## config.mk

```make
export PLATFORM = sky130hd
export DESIGN_NAME = vector_fetch_seq
export DESIGN_NICKNAME = d
export VERILOG_FILES = /design/src/rtl/vfs_pkg.sv /design/src/rtl/vfs_ctrl.sv /design/src/rtl/vfs_word_reg.sv /design/src/rtl/vector_fetch_seq.sv
export SDC_FILE = /design/constraint.sdc
export NUM_CORES = 1
export LEC_CHECK = 0
export ABC_AREA = 1
export BUFFER_PORTS_ARGS = -buffer_cell sky130_fd_sc_hd__buf_2
export CAP_MARGIN = 0
export CORE_UTILIZATION = 45
export DETAILED_ROUTE_END_ITERATION = 8
export PLACE_DENSITY = 0.78
export SLEW_MARGIN = 20
export SYNTH_ARGS = -nofsm -noshare
export SYNTH_HDL_FRONTEND = slang
export SYNTH_SLANG_ARGS = --single-unit
```

## constraint.sdc

```tcl
create_clock -name clk -period 1.6 [get_ports clk]
set_clock_uncertainty 0.05 [all_clocks]
set_input_delay 0.08 -clock clk [delete_from_list [all_inputs] [get_ports clk]]
set_output_delay 0.08 -clock clk [all_outputs]
set_load 0.02 [all_outputs]
```

## src/rtl/vfs_pkg.sv

```systemverilog
package vfs_pkg;
  typedef enum logic [2:0] {
    ST_REQ_SP,
    ST_WAIT_SP,
    ST_REQ_PC,
    ST_WAIT_PC,
    ST_DONE
  } vfs_state_e;
endpackage

```

## src/rtl/vfs_ctrl.sv

```systemverilog
module vfs_ctrl
  import vfs_pkg::*;
#(
  parameter int ADDR_W  = 8,
  parameter int PC_ADDR = 4
) (
  input  logic              clk,
  input  logic              rst_n,
  input  logic              rd_ready,
  input  logic              rsp_valid,
  output logic              rd_valid,
  output logic [ADDR_W-1:0] rd_addr,
  output logic              cap_sp,
  output logic              cap_pc,
  output logic              start
);
  vfs_state_e state_q, state_d;
  logic       start_q;

  // Request and capture decode
  always_comb begin
    rd_valid = (state_q == ST_REQ_SP) || (state_q == ST_REQ_PC);
    rd_addr  = (state_q == ST_REQ_PC) ? ADDR_W'(PC_ADDR) : '0;
    cap_sp   = (state_q == ST_WAIT_SP) && rsp_valid;
    cap_pc   = (state_q == ST_WAIT_PC) && rsp_valid;
  end

  always_comb begin
    state_d = state_q;
    unique case (state_q)
      ST_REQ_SP:  if (rd_ready) state_d = ST_WAIT_SP;
      ST_WAIT_SP: if (rsp_valid) state_d = ST_REQ_PC;
      ST_REQ_PC:  if (rd_ready) state_d = ST_WAIT_PC;
      ST_WAIT_PC: if (rsp_valid) state_d = ST_DONE;
      ST_DONE:    state_d = ST_DONE;
      default:    state_d = ST_REQ_SP;
    endcase
  end

  always_ff @(posedge clk or negedge rst_n) begin
    if (!rst_n) begin
      state_q <= ST_REQ_SP;
      start_q <= 1'b0;
    end else begin
      state_q <= state_d;
      start_q <= cap_pc;
    end
  end

  assign start = start_q;
endmodule

```

## src/rtl/vfs_word_reg.sv

```systemverilog
module vfs_word_reg #(
  parameter int W         = 32,
  parameter bit CLEAR_LSB = 1'b0
) (
  input  logic         clk,
  input  logic         rst_n,
  input  logic         load,
  input  logic [W-1:0] d,
  output logic [W-1:0] q
);
  logic [W-1:0] d_fmt;

  generate
    if (CLEAR_LSB) begin : g_even
      assign d_fmt = {d[W-1:1], 1'b0};
    end else begin : g_plain
      assign d_fmt = d;
    end
  endgenerate

  always_ff @(posedge clk or negedge rst_n) begin
    if (!rst_n)    q <= '0;
    else if (load) q <= d_fmt;
  end
endmodule

```

## src/rtl/vector_fetch_seq.sv

```systemverilog
module vector_fetch_seq #(
  parameter int ADDR_W = 8,
  parameter int DATA_W = 32
) (
  input  logic              clk,
  input  logic              rst_n,
  output logic              vec_rd_valid,
  input  logic              vec_rd_ready,
  output logic [ADDR_W-1:0] vec_rd_addr,
  input  logic              vec_rsp_valid,
  input  logic [DATA_W-1:0] vec_rsp_data,
  output logic [DATA_W-1:0] init_sp,
  output logic [DATA_W-1:0] init_pc,
  output logic [DATA_W-1:0] init_lr,
  output logic              init_xstate,
  output logic              core_start
);
  localparam int PC_ADDR = DATA_W / 8;

  logic cap_sp, cap_pc;
  logic xstate_q;

  vfs_ctrl #(.ADDR_W(ADDR_W), .PC_ADDR(PC_ADDR)) u_ctrl (
    .clk       (clk),
    .rst_n     (rst_n),
    .rd_ready  (vec_rd_ready),
    .rsp_valid (vec_rsp_valid),
    .rd_valid  (vec_rd_valid),
    .rd_addr   (vec_rd_addr),
    .cap_sp    (cap_sp),
    .cap_pc    (cap_pc),
    .start     (core_start)
  );

  vfs_word_reg #(.W(DATA_W), .CLEAR_LSB(1'b0)) u_sp (
    .clk (clk), .rst_n (rst_n), .load (cap_sp), .d (vec_rsp_data), .q (init_sp)
  );

  vfs_word_reg #(.W(DATA_W), .CLEAR_LSB(1'b1)) u_pc (
    .clk (clk), .rst_n (rst_n), .load (cap_pc), .d (vec_rsp_data), .q (init_pc)
  );

  // Execution-state flag: set by reset, then follows bit 0 of the PC word
  always_ff @(posedge clk or negedge rst_n) begin
    if (!rst_n)      xstate_q <= 1'b1;
    else if (cap_pc) xstate_q <= vec_rsp_data[0];
  end

  assign init_xstate = xstate_q;
  assign init_lr     = '1;
endmodule

```

Yosys cells after proc, flatten, opt, wreduce, memory -nomap -nowiden
Index checks and enable logic that the tools add are counted.
Storage, ports and cells
  register bits: 68
  output and inout port bits: 107
  logic and storage cells: 24
Cells by class
  equality and inequality tests: 8
  multiplexer cells: 6
  reductions and logical operators: 5
Operators with widths (count)
  $mux 3: 5
  $pmux 3 s5: 1
  $ne 2x2->1 const B: 4
  $eq 3x2->1 const B: 2
  $reduce_and 4->1: 1
  $eq 3x1->1 const B: 1
  $eq 3x3->1 const B: 1
  $logic_not 3->1: 1
  $logic_and 1x1->1: 2
  $logic_or 1x1->1: 1

Depth between registers and ports, before layout
Gate-level depths: netlist of the first run.
  depth in word-level cells: 3
  depth in mapped cells: 6
  mapped depth without buffers: 6

Cells and area by module
From an unflattened synthesis of the first run, not the netlist that was laid out.
Second synthesis, totals
  cells, all modules: 346
  area, all modules: 3054.2 µm²
Modules (own cells, without submodules)
  vfs_word_reg (u_sp): instances 1, cells each 136, area each 1292.5 µm², sequential area each 800.8 µm²
  vfs_word_reg (u_pc): instances 1, cells each 133, area each 1169.9 µm², sequential area each 775.7 µm²
  vfs_ctrl: instances 1, cells each 39, area each 306.5 µm², sequential area each 100.1 µm²
  vector_fetch_seq: instances 1, cells each 38, area each 285.3 µm², sequential area each 26.3 µm²

Least setup slack after synthesis of the first run
No wires, ideal clock.
  path type: flip-flop to flip-flop
  from: reg u_ctrl.state_q[2]
  to: reg u_ctrl.state_q[1]
  library setup time: 65 ps
  arrival time: 1123 ps
  path slack: 362 ps
  cell stages (with the launch flop): 6
  buffers on the path: 0
  clock period less this slack: 1238 ps
  cells stage by stage: dfrtp_1 > nor2_1 > nand2_1 > nand2_1 > nand2_1 > nand2_1
On the way
  longest elaborated chain between the ends: 3
Ends and longest elaborated chain
  from (decl): RTL line vfs_ctrl.sv:17  | vfs_state_e state_q, state_d;
  from (signal assigned): RTL line vfs_ctrl.sv:45  | state_q <= state_d;
  $eq 3x1->1, or another cell as far along: RTL line vfs_ctrl.sv:30  | unique case (state_q)
  $ne 2x2->1 (no line)
  $reduce_and 4->1 (no line)
Several ways; a longest one is shown, not always the timed one.
A chain may end at the register's enable or synchronous reset.

Worst setup path in the final report of the first run
  from: reg u_ctrl.state_q[0]
  to: reg u_sp.q[1]
On the way
  longest elaborated chain between the ends: 2
Ends and longest elaborated chain
  $eq 3x1->1: RTL line vfs_ctrl.sv:24  | cap_sp = (state_q == ST_WAIT_SP) && rsp_valid;
  $logic_and 1x1->1: RTL line vfs_ctrl.sv:24
  to (signal assigned): RTL line vfs_word_reg.sv:23  | else if (load) q <= d_fmt;
  to (decl): RTL line vfs_word_reg.sv:9  | output logic [W-1:0] q
No other way between the ends.

==> qor.csv, run 1 <==
metric,value,unit
Final setup viols,0,
CTS buffer count,9,
deepest clock path buffer count,2,
drt drc,0,
drt pass-1 iters,4,
r2r startpoint,u_ctrl.state_q[0],
CP max FO,26,
via count of the first global-routing pass,2214,
Max Slew Vio Count,0,
Starting Density,47.0,%
post-synthesis async set-or-reset flop share,100,%
cells after synthesis,310,
"Arr. time, crit path",1490,ps
Max H-tree Level,3,
Vias/cell,4.24,
fraction of layout cells with a size suffix above 1,43.7,%
filler instances,576,
port buffer count,102,
"Data required, critical path",1760,ps
Yosys warnings,0,
n_diodes,0,
Syn Area/Cell,10.4,um^2
Die W,86.5,um
CTS Root Cell,clkbuf_8,
area of the multi-input gates,1080,um^2
r2r worst-path depth,6,
nets,484,
Crit path buffers/inverters,2,
Post-CTS Setup Bufs,0,
"slowest stage delay, CP",460,ps
core outline area,6830,um^2
Yosys reg bits,68,
Crit-path slowest cell,dfrtp_1,
Finished Core Util,62.2,%
synth top area cells,"dfrtp_1, o21ai_2, buf_4",
CP top delay family,flip-flops,
initial antenna violation count,0,
Min-Delay Path Class,input pin to register,
Tmin final,1330,ps
DRT Wirelength,6080,um
largest net degree at the start of global routing,69,
"Distinct cells, synth",18,
Static Leakage,0.00244,uW
hold path start,vec_rsp_valid,
Die Ht,86.5,um
crit share post-route,83.1,%
drt first-iter violations,91,
worst-skew pair later-pin latency,320,ps
final setup TNS,0,ps
hold endpoint,u_ctrl.state_q[0],
"IR drop worst, VDD",0.000913,V
cells along the critical path,inv_2 -> nor2_4 -> nand2_4 -> buf_12 -> nand2_1 -> o21ai_2,
Reg-to-Reg End,u_sp.q[1],
Setup WS post-layout,271,ps
FF/Latch Area,1700,um^2
critical path endpoint category,register,
share of the synthesized area in the top cell type,52.2,%
"Top FF cell, synth",dfrtp_1,
Place WS,271,ps
Layout area overhead,32.4,%
Total GRT Usage,17.0,%
die area,7470,um^2
Site Rows,30,
endpoints failing hold,0,
FF-to-FF setup slack,270,ps
Startpoint Class,register,
Clock transition at path regs,70,ps
CTS resizes,0,
sequential cell area fraction in the yosys report,53.1,%
critical path class,register to register,
Overflow after GRT,0,
Yosys top cell by area,dfrtp_1,
clock sink count,68,
HPWL Detailed,4000,um
status,finished clean,
CTS tree,done,
MaxCap Viol Count,0,
average routed wire per standard cell,11.1,um
Hold Path Cell Cnt,4,
"EDFF count, synth",0,
FMAX,0.752,GHz
vias,2330,
"Cell Area, Synth",3210,um^2
Post-DRT Antenna Nets,0,
P per Cell Area,876,nW/um^2
I/O pin total,143,
RSZ-0062 raised after global routing,false,
Placer Congestion,0.743,
first-pass GRT wire length,9760,um
## metrics by stage
| step | power [uW] | instance area [um^2] | hold slack [ps] | instances |
|---|---|---|---|---|
| after floorplan | 1950 | 3350 | -266 | 348 |
| after global placement | 1960 | 3660 | 78.7 | 499 |
| after detailed placement | 1960 | 3660 | 83.1 | 499 |
| after CTS | 3770 | 4250 | 67.9 | 549 |
| after global routing | 3870 | 4250 | 123 | 549 |
| final | 3720 | 4250 | 89.2 | 549 |
## worst max path at each step
stage / start / end / slack (ps) / depth (start not counted)
after floorplan: u_ctrl.state_q[2] / u_ctrl.state_q[1] / 360 / 5
after global placement: u_ctrl.state_q[0] / u_sp.q[23] / 340 / 6
after detailed placement: u_ctrl.state_q[0] / u_sp.q[8] / 270 / 6
after CTS: u_ctrl.state_q[0] / vec_rd_addr[2] / 240 / 4
after global routing: u_ctrl.state_q[0] / u_sp.q[28] / 170 / 6
final: u_ctrl.state_q[0] / u_sp.q[1] / 270 / 6
## area by class of cell
cell class | count | area share (%)
Clock buffer | 12 | 3.65
Timing Repair Buffer | 142 | 22.6
Tap cell | 96 | 2.83
Clock inverter | 4 | 2.24
Sequential cell | 68 | 40.1
Inverter | 37 | 3.27
Multi-Input combinational cell | 190 | 25.4
## power by group
part	leakage (uW)	switching [uW]	internal, uW
Sequential	0.000942	0	1720
Clock	0.000127	610	1120
Combinational	0.00137	181	95.3
Total	0.00244	791	2930
## synthesized netlist by cell type, types with 2 or more instances
| cell type | instances |
|---|---|
| inv_1 | 35 |
| nand2_2 | 7 |
| buf_6 | 12 |
| buf_4 | 40 |
| o21ai_1 | 2 |
| o21ai_2 | 62 |
| dfrtp_1 | 67 |
| conb_1 | 2 |
| nor2_1 | 5 |
| nand2_1 | 69 |
| inv_2 | 2 |
## worst min-delay path: cells and delay by family
family / cells / cell delay [ps]
and+or+nand+nor: 2 / 160
buffers and inverters: 2 / 180
## registers in the layout, indices dropped and copies added (netlist names)
register	cells
u_ctrl.start	1
u_sp.q	32
init_xstate	1
u_pc.q	31
u_ctrl.state_q	3
## kinds of logic (layout without fill, tap and decap cells)
kind of cell,Yosys count,in the layout,share of synthesized area (%)
and+or+nand+nor,85,85,11.3
other,2,40,0.234
AOI/OAI and AO/OA,65,65,17.4
DFF,68,68,53.1
buffers and inverters,90,195,18.1
## repair_timing
action	4_1_cts	5_1_grt
setup endpoints to repair	0	0
endpoints found under the hold margin	131	0
hold buffers	34	0
## routing by layer
| layer | routed length [um] | global-route usage [%] |
|---|---|---|
| met1 | 2550 | 19.8 |
| met2 | 3090 | 30.2 |
| met3 | 381 | 4.38 |
| met4 | 57 | 5.91 |
| met5 | 0 | 0 |
## placed cells by master, fill, tap and decap left out, types with 2 or more instances in the layout
master / n
buf_2: 102
nand2_1: 69
dfrtp_1: 67
o21ai_2: 62
conb_1: 40
inv_1: 35
dlygate4sd3_1: 34
clkbuf_8: 11
nand2_2: 7
nor2_1: 5
buf_12: 5
bufinv_16: 3
inv_2: 2
o21ai_1: 2
No activity file was read; power rests on OpenSTA's default activity.
==> run 2: changes to the inputs <==
==> constraint.sdc (replaced) <==
create_clock -name clk -period 1.3 [get_ports clk]
set_clock_uncertainty 0.05 [all_clocks]
set_input_delay 0.065 -clock clk [delete_from_list [all_inputs] [get_ports clk]]
set_output_delay 0.065 -clock clk [all_outputs]
set_load 0.02 [all_outputs]
==> run 2 against run 1 <==
Net effect: global-route usage grew 1.6 points; first-iteration DRC count up 18%; register-to-register slack lost 230 ps; clock-buffer cell count decreased by 2; utilization up 0.22 points; via count rose by 0.73%; critical path depth shrank 2; sequential cell count stayed put; final cell count unchanged; total power increased by 23%; clock power rose by 24%; largest power group unchanged.
==> qor.csv, run 2 (synthesized netlist as in run 1, its figures left out) <==
metric,value,unit,change
status,finished clean,,
CTS buffer count,9,,unchanged
initial antenna violation count,0,,unchanged
"Arr. time, crit path",1160,ps,-330 ps
P per Cell Area,1080,nW/um^2,+23%
Worst setup startpoint,u_ctrl.state_q[1],,
CTS Root Cell,clkbuf_8,,
Gate power share,7.5,%,about the same
r2r startpoint,u_ctrl.state_q[1],,
core outline area,6830,um^2,unchanged
final setup TNS,0,ps,unchanged
Hold Path Cell Cnt,4,,unchanged
drt drc,0,,unchanged
Starting Density,47.0,%,unchanged
sequential share of power,46.0,%,about the same
n_diodes,0,,unchanged
CP max FO,5,,-81%
Post-DRT Antenna Nets,0,,unchanged
deepest clock path buffer count,2,,unchanged
DRT Wirelength,6520,um,+7.4%
Max H-tree Level,3,,unchanged
hold path start,vec_rsp_valid,,
Overflow after GRT,0,,unchanged
clock sink count,68,,unchanged
Placer Congestion,0.688,,-7.5%
Post-CTS Setup Bufs,0,,unchanged
largest net degree at the start of global routing,69,,unchanged
Die Ht,86.5,um,unchanged
vias,2347,,+0.73%
Max Slew Vio Count,0,,unchanged
Largest regs,"u_sp.q (32), u_pc.q (31), u_ctrl.state_q (3)",,
Layout area overhead,32.9,%,
Startpoint Class,register,,
Hold WS,54.2,ps,-35.0 ps
internal power contribution,3560,uW,+21%
clock share of power,46.5,%,about the same
"most common cell after layout, fill and taps aside",buf_2,,
crit share post-route,97.7,%,
worst-skew pair later-pin latency,330,ps,about the same
r2r worst-path depth,5,,-1
register with the most flip-flops,u_sp.q,,
Place WS,56.6,ps,-214 ps
"Data required, critical path",1190,ps,-570 ps
max FFs per register,32,,unchanged
average routed wire per standard cell,11.9,um,+7.4%
Die W,86.5,um,unchanged
Site Rows,30,,unchanged
nets,484,,unchanged
MaxCap Viol Count,0,,unchanged
FF-to-FF setup slack,40,ps,-230 ps
Final setup viols,0,,unchanged
drt first-iter violations,107,,+18%
critical path endpoint category,output port,,
Clock transition at path regs,70,ps,about the same
drt pass-1 iters,4,,unchanged
CTS tree,done,,
first-pass GRT wire length,10600,um,+8.8%
Net Sw Frac,22.5,%,+1.3 points
Static Leakage,0.00243,uW,-0.24%
Finished Core Util,62.4,%,+0.22 points
via count of the first global-routing pass,2319,,+4.7%
RSZ-0062 raised after global routing,true,,
CP endpoint,vec_rd_addr[2],,
Reg-to-Reg End,u_sp.q[1],,
Psw,1030,uW,+31%
port buffer count,102,,unchanged
Tmin final,1270,ps,
most frequent cells in the layout,"buf_2, nand2_1, dfrtp_1, o21ai_2, conb_1",,
I/O pin total,143,,unchanged
HPWL Detailed,4050,um,+1.1%
Setup WS post-layout,29.7,ps,-241 ps
Final Total Pwr,4590,uW,+23%
"IR drop worst, VDD",0.000569,V,-38%
endpoints failing hold,0,,unchanged
Total GRT Usage,18.5,%,+1.6 points
filler instances,578,,+0.35%
die area,7470,um^2,unchanged
critical path class,register to output port,,
Min-Delay Path Class,input pin to register,,
fraction of layout cells with a size suffix above 1,44.8,%,+1.1 points
Vias/cell,4.28,,+0.73%
FMAX,0.787,GHz,
==> run 2: power groups by stage <==
stage / Combinational [uW] / Clock (uW) / Sequential, uW
2_1_floorplan: 244 / 0 / 2160
3_3_place_gp: 258 / 0 / 2160
3_5_place_dp: 262 / 0 / 2160
4_1_cts: 339 / 2190 / 2110
5_1_grt: 378 / 2280 / 2110
6_report: 343 / 2140 / 2110
==> run 2: metal layers <==
| layer | global-route usage [%] | wire length [um] |
|---|---|---|
| met1 | 22.3 | 2730 |
| met2 | 31.7 | 3420 |
| met3 | 4.10 | 308 |
| met4 | 8.64 | 66 |
| met5 | 0 | 0 |
==> run 2: worst max-delay path: stages, from the launching register on <==
cell and delay (ps):
dfrtp_1 420, buf_6 140, nand2_2 50, nor2_1 80
buf_4 140
==> run 2: per-stage QoR <==
step,cell area [um^2],cells
6_report,4260,549
5_1_grt,4260,549
4_1_cts,4260,549
3_5_place_dp,3660,499
3_3_place_gp,3660,499
2_1_floorplan,3350,348
==> run 2: final cells by class <==
cell class / count / area, um^2 / area share (%)
Tap cell: 96 / 120 / 2.82
Sequential cell: 68 / 1710 / 40.0
Timing Repair Buffer: 142 / 967 / 22.7
Clock buffer: 10 / 138 / 3.23
Inverter: 37 / 139 / 3.26
Clock inverter: 6 / 111 / 2.61
Multi-Input combinational cell: 190 / 1080 / 25.4
==> run 2: repair_timing <==
action,in CTS,in global routing
pin swaps,0,0
hold buffers,34,0
hold endpoints to repair,133,0
resized for setup,4,3
endpoints found under the setup margin,2,10
==> run 2: worst min path at each step <==
stage | endpoint | slack [ps]
2_1_floorplan | u_ctrl.start | -280
3_3_place_gp | u_pc.q[16] | 60
3_5_place_dp | u_pc.q[16] | 70
4_1_cts | u_ctrl.state_q[0] | 40
5_1_grt | u_ctrl.state_q[0] | 90
6_report | u_ctrl.state_q[0] | 50
